**src/rtl/pp_tx_pkg.sv**
```systemverilog
package pp_tx_pkg;
  typedef enum logic [1:0] {
    ST_IDLE  = 2'd0,
    ST_PAUSE = 2'd1,
    ST_ON    = 2'd2,
    ST_CLOSE = 2'd3
  } tx_state_e;
endpackage

```
**src/rtl/pp_tick_div.sv**
```systemverilog
module pp_tick_div #(
  parameter int DIV = 32
) (
  input  logic clk,
  input  logic rst,
  input  logic clr,
  input  logic en,
  output logic tick
);
  localparam int W = (DIV > 1) ? $clog2(DIV) : 1;
  localparam logic [W-1:0] LAST = W'(DIV - 1);

  logic [W-1:0] cnt;

  assign tick = en && (cnt == LAST);

  always_ff @(posedge clk) begin
    if (rst || clr) begin
      cnt <= '0;
    end else if (en) begin
      cnt <= (cnt == LAST) ? '0 : cnt + 1'b1;
    end
  end
endmodule

```
**src/rtl/pp_seg_timer.sv**
```systemverilog
module pp_seg_timer #(
  parameter int TW = 8
) (
  input  logic          clk,
  input  logic          rst,
  input  logic          clr,
  input  logic          tick,
  output logic [TW-1:0] count
);
  always_ff @(posedge clk) begin
    if (rst || clr) begin
      count <= '0;
    end else if (tick) begin
      count <= count + 1'b1;
    end
  end
endmodule

```
**src/rtl/pp_bit_shifter.sv**
```systemverilog
module pp_bit_shifter #(
  parameter int MAXB = 32,
  parameter int NBW  = 7
) (
  input  logic            clk,
  input  logic            rst,
  input  logic            load,
  input  logic            shift,
  input  logic [MAXB-1:0] data_in,
  input  logic [NBW-1:0]  count_in,
  output logic            cur_bit,
  output logic            last_bit
);
  logic [MAXB-1:0] sreg;
  logic [NBW-1:0]  left;

  assign cur_bit  = sreg[0];
  assign last_bit = (left == NBW'(1));

  always_ff @(posedge clk) begin
    if (rst) begin
      sreg <= '0;
      left <= '0;
    end else if (load) begin
      sreg <= data_in;
      left <= count_in;
    end else if (shift) begin
      sreg <= {1'b0, sreg[MAXB-1:1]};
      left <= left - 1'b1;
    end
  end
endmodule

```
**src/rtl/pp_reader_tx.sv**
```systemverilog
module pp_reader_tx
  import pp_tx_pkg::*;
#(
  parameter int DIV     = 32,
  parameter int PAUSE_T = 30,
  parameter int ONE_T   = 150,
  parameter int ZERO_T  = 90,
  parameter int MAXB    = 32,
  parameter int NBW     = $clog2(MAXB + 1) + 1
) (
  input  logic            clk,
  input  logic            rst,
  input  logic            start,
  input  logic [MAXB-1:0] tx_data,
  input  logic [NBW-1:0]  tx_bits,
  input  logic            ks_bit,
  output logic            ks_adv,
  output logic            carrier_on,
  output logic            busy,
  output logic            frame_done
);
  localparam int LONGEST = (ONE_T > ZERO_T) ? ONE_T : ZERO_T;
  localparam int TW      = $clog2(LONGEST + 1);
  localparam logic [TW-1:0]  PAUSE_LAST = TW'(PAUSE_T - 1);
  localparam logic [TW-1:0]  ONE_LAST   = TW'(ONE_T - 1);
  localparam logic [TW-1:0]  ZERO_LAST  = TW'(ZERO_T - 1);
  localparam logic [NBW-1:0] MAXB_N     = NBW'(MAXB);

  tx_state_e       state;
  logic [TW-1:0]   tcnt;
  logic [TW-1:0]   bit_last_q;
  logic            tick;
  logic            accept;
  logic            pause_end;
  logic            bit_end;
  logic            seg_clr;
  logic            shift;
  logic            cur_bit;
  logic            last_bit;
  logic            sent_bit;
  logic [NBW-1:0]  bits_clamped;

  assign busy         = (state != ST_IDLE);
  assign accept       = start && (state == ST_IDLE);
  assign bits_clamped = (tx_bits > MAXB_N) ? MAXB_N : tx_bits;
  assign pause_end    = tick && (tcnt == PAUSE_LAST);
  assign bit_end      = tick && (tcnt == bit_last_q);
  assign shift        = (state == ST_ON) && bit_end;
  assign seg_clr      = accept || shift;
  assign sent_bit     = cur_bit ^ ks_bit;

  pp_tick_div #(.DIV(DIV)) u_div (
    .clk  (clk),
    .rst  (rst),
    .clr  (accept),
    .en   (busy),
    .tick (tick)
  );

  pp_seg_timer #(.TW(TW)) u_seg (
    .clk   (clk),
    .rst   (rst),
    .clr   (seg_clr),
    .tick  (tick),
    .count (tcnt)
  );

  pp_bit_shifter #(.MAXB(MAXB), .NBW(NBW)) u_shift (
    .clk      (clk),
    .rst      (rst),
    .load     (accept),
    .shift    (shift),
    .data_in  (tx_data),
    .count_in (bits_clamped),
    .cur_bit  (cur_bit),
    .last_bit (last_bit)
  );

  always_ff @(posedge clk) begin
    if (rst) begin
      state      <= ST_IDLE;
      carrier_on <= 1'b1;
      ks_adv     <= 1'b0;
      frame_done <= 1'b0;
      bit_last_q <= ZERO_LAST;
    end else begin
      ks_adv     <= 1'b0;
      frame_done <= 1'b0;
      unique case (state)
        ST_IDLE: begin
          if (accept) begin
            carrier_on <= 1'b0;
            state      <= (bits_clamped == '0) ? ST_CLOSE : ST_PAUSE;
          end
        end
        ST_PAUSE: begin
          if (pause_end) begin
            carrier_on <= 1'b1;
            ks_adv     <= 1'b1;
            bit_last_q <= sent_bit ? ONE_LAST : ZERO_LAST;
            state      <= ST_ON;
          end
        end
        ST_ON: begin
          if (bit_end) begin
            carrier_on <= 1'b0;
            state      <= last_bit ? ST_CLOSE : ST_PAUSE;
          end
        end
        ST_CLOSE: begin
          if (pause_end) begin
            carrier_on <= 1'b1;
            frame_done <= 1'b1;
            state      <= ST_IDLE;
          end
        end
        default: state <= ST_IDLE;
      endcase
    end
  end
endmodule

```
**config.mk**
```make
export PLATFORM = sky130hd
export DESIGN_NAME = pp_reader_tx
export DESIGN_NICKNAME = d
export VERILOG_FILES = /design/src/rtl/pp_tx_pkg.sv /design/src/rtl/pp_tick_div.sv /design/src/rtl/pp_seg_timer.sv /design/src/rtl/pp_bit_shifter.sv /design/src/rtl/pp_reader_tx.sv
export SDC_FILE = /design/constraint.sdc
export NUM_CORES = 1
export LEC_CHECK = 0
export ABC_AREA = 1
export BUFFER_PORTS_ARGS = -buffer_cell sky130_fd_sc_hd__buf_2
export CELL_PAD_IN_SITES_DETAIL_PLACEMENT = 1
export CELL_PAD_IN_SITES_GLOBAL_PLACEMENT = 1
export CORE_AREA = 2 2 71 140
export DETAILED_ROUTE_END_ITERATION = 8
export DIE_AREA = 0 0 73 142
export PLACE_DENSITY_LB_ADDON = 0.1
export SYNTH_ARGS = -nofsm -noshare
export SYNTH_HDL_FRONTEND = slang
export SYNTH_SLANG_ARGS = --single-unit
```
**constraint.sdc**
```tcl
create_clock -name clk -period 1.9 [get_ports clk]
set_clock_uncertainty 0.1 [all_clocks]
set_input_delay 0.19 -clock clk [delete_from_list [all_inputs] [get_ports clk]]
set_output_delay 0.19 -clock clk [all_outputs]
set_load 0.005 [all_outputs]
```
==> impl_metrics.ini <==
[timing]
holdWs_ps = 5.390
max_freq_ghz = 0.5119
min_period_over_period_pct = 102.8
hold_viol = 0
finalSetupViolCount = 33
worst_slack_ps = -53.51
tightest_slew_ps = 345.2
finalMaxSlewViolations = 0
tns_ps = -888.5
fin_crit_ps = 1954
rsz0062_at_grt = yes
slew_headroom_pct = 76.99

[routing]
via_per_inst = 5.020
drc = 0
wl_per_cell_um = 14.55
wl_um = 9952
drtIter0Drc = 136
first_pass_iters = 4
ant_nets = 0
vias = 3434

[floorplanning]
fp.dieH_um = 142
design.die.area_um2 = 10370
core_um2 = 9321
fp.dieW_um = 73
pin_count = 47
rows = 50
initial_core_util_pct = 35.15

[layout]
syn_to_final_growth_pct = 36.58
final_common_cell = nand2_1
final_nets = 624
diodes = 0
design_area_um2 = 4476
drive_gt1_share_pct = 28.28
final_cell_count_no_fill = 684
final_cell_mix = 136 x nand2_1, 57 x inv_1, 57 x dfxtp_1, 46 x buf_2, 44 x nor2_1

[global_routing]
grt_pass1_wl_um = 16410
grt_pass1_vias = 3542
grt.overflow.total = 0
grtUsageMet1_pct = 21.98
grt_max_degree = 46
grtUsageTotal_pct = 20.27
use_met3_pct = 3.329
met2_usage_pct = 36.89
busiest_layer = met2
antenna_found_initial = 0

[power_and_ir_drop]
ir_worst_vdd_uv = 627.0
p_per_area_nw_per_um2 = 863.7
power.leakage_nw = 2.150

[clock_tree]
h-tree-depth = 3
clockBufferDepth = 2
ctsRootBufferMaster = clkbuf_16
clock_latency_ps = 330
clk_pin_slew_ps = 50
clock_sinks = 59
cts_tree = built
numCtsBuffers = 9

[logic_synthesis]
synth_edf_count = 0
synth_cell_types = 31
synth_cells = 498
ys_seq_elements = 59
seq_area_frac_synth_pct = 36.04
syn_area_per_cell_um2 = 6.580
synth_flop_cell = dfxtp_1
syn-cell-area_um2 = 3277
yosysWarnings = 0
synthesis.nets = 547
synth-async-reset-ratio_pct = 0

[setup_path]
worst_setup_path_end_kind = register
cp.arrival_ps = 2080
start_kind = register
worstPathRequired_ps = 2030
path_max_fanout = 17
crit_type = register to register

[placed_design]
io_buffers = 46
hpwl_um = 6973
gp_congestion = 0.7722
placed_cells = 654
place_area_um2 = 3772

[status]
violations = negative setup slack
status = finished, violations left

[min_path]
hold_path_class = input pin to register

[run]
maxCapViolations = 0
-- stage by stage --
step / utilization [%] / setup slack (ps) / power [W]
3_3_place_gp: 40.47 / -14.84 / 0.002070
5_1_grt: 48.01 / -175.6 / 0.004081
4_1_cts: 45.02 / -37.65 / 0.003846
6_report: 48.01 / -53.51 / 0.003865
3_5_place_dp: 40.47 / -50.09 / 0.002095
2_1_floorplan: - / -12.20 / 0.001838
-- logic make-up after synthesis --
| family | count (synthesis) | share of synthesized area, % |
|---|---|---|
| compound gates | 35 | 6.186 |
| buf+inv | 85 | 11.07 |
| simple gates | 305 | 42.27 |
| fa+ha+maj | 6 | 2.291 |
| xor+xnor | 8 | 2.138 |
| flops | 59 | 36.04 |
-- sequential cells by signal (all words and copies together) (netlist names) --
register and flops:
u_shift.sreg 32, ks_adv 1, u_div.cnt 5, frame_done 1
carrier_on 1, bit_last_q 2, u_seg.count 8, u_shift.left 7
state 2
-- area by class of cell --
| class | instances | area, um^2 |
|---|---|---|
| clock inverters | 6 | 80.08 |
| inverters | 64 | 242.7 |
| well taps | 104 | 130.1 |
| multi-input cells | 354 | 1968 |
| clock buffers | 10 | 229.0 |
| repair buffers | 87 | 641.9 |
| flip-flops and latches | 59 | 1184 |
| fillers | 1214 | 4846 |
-- critical path, stage by stage, from the launching register on --
cell and delay (ps):
dfxtp_2 350, ha_4 140, nand2_2 60, nor2_2 90, ha_2 190, inv_2 60, nor2_8 90, nand2_4 80
nor2_8 100, nand3_4 160, buf_12 210, nand2_2 60, nand3_2 60, nand2_1 70, inv_1 40
-- where the power goes --
group          leakage (nW)  total [W]  switching [W]  internal [W]
Clock                 0.156    0.00171       0.000577       0.00114
Sequential            0.482    0.00138      0.0000565       0.00133
Combinational          1.51   0.000766       0.000454      0.000312
-- synth_stat cells (6+ instances only) --
master	instances	area share, %
inv_1	60	6.9
nor2_1	46	5.3
dfxtp_1	59	36
nand4_1	27	5.2
nor3_1	7	1.1
buf_2	8	1.2
nand3_1	49	7.5
a21oi_1	14	2.1
xor2_1	6	1.6
nand2_1	158	18
o211ai_1	10	2.3
ha_1	6	2.3
clkbuf_1	6	0.69
o21ai_0	10	1.5
-- timing repair --
item / in CTS / in global routing
pin swaps: 0 / 4
gates resized for setup: 5 / 64
endpoints found under the setup margin: 29 / 50
hold buffers: 9 / 0
gates cloned: 0 / 1
buffers inserted: 1 / 3
endpoints found under the hold margin: 9 / 0
-- per-layer routing --
layer  vias up  wire length [um]
met3        22               240
met5         -                 0
met1      1612              3966
met4         0               307
met2        58              5437
li1       1742                 -
-- final timing paths --
path                                       from                             to  slack (ps)  cells after the start
setup reg to reg      u_div.cnt[1]$_SDFFE_PP0P_   u_shift.sreg[3]$_SDFFE_PP0P_         -50                     14
hold reg to reg   u_shift.sreg[19]$_SDFFE_PP0P_  u_shift.sreg[19]$_SDFFE_PP0P_         360                      2
setup / recovery      u_div.cnt[1]$_SDFFE_PP0P_   u_shift.sreg[3]$_SDFFE_PP0P_         -50                     14
hold / removal                      tx_data[24]  u_shift.sreg[24]$_SDFFE_PP0P_           5                      3
Note: power is estimated with default switching activity, not from simulation.
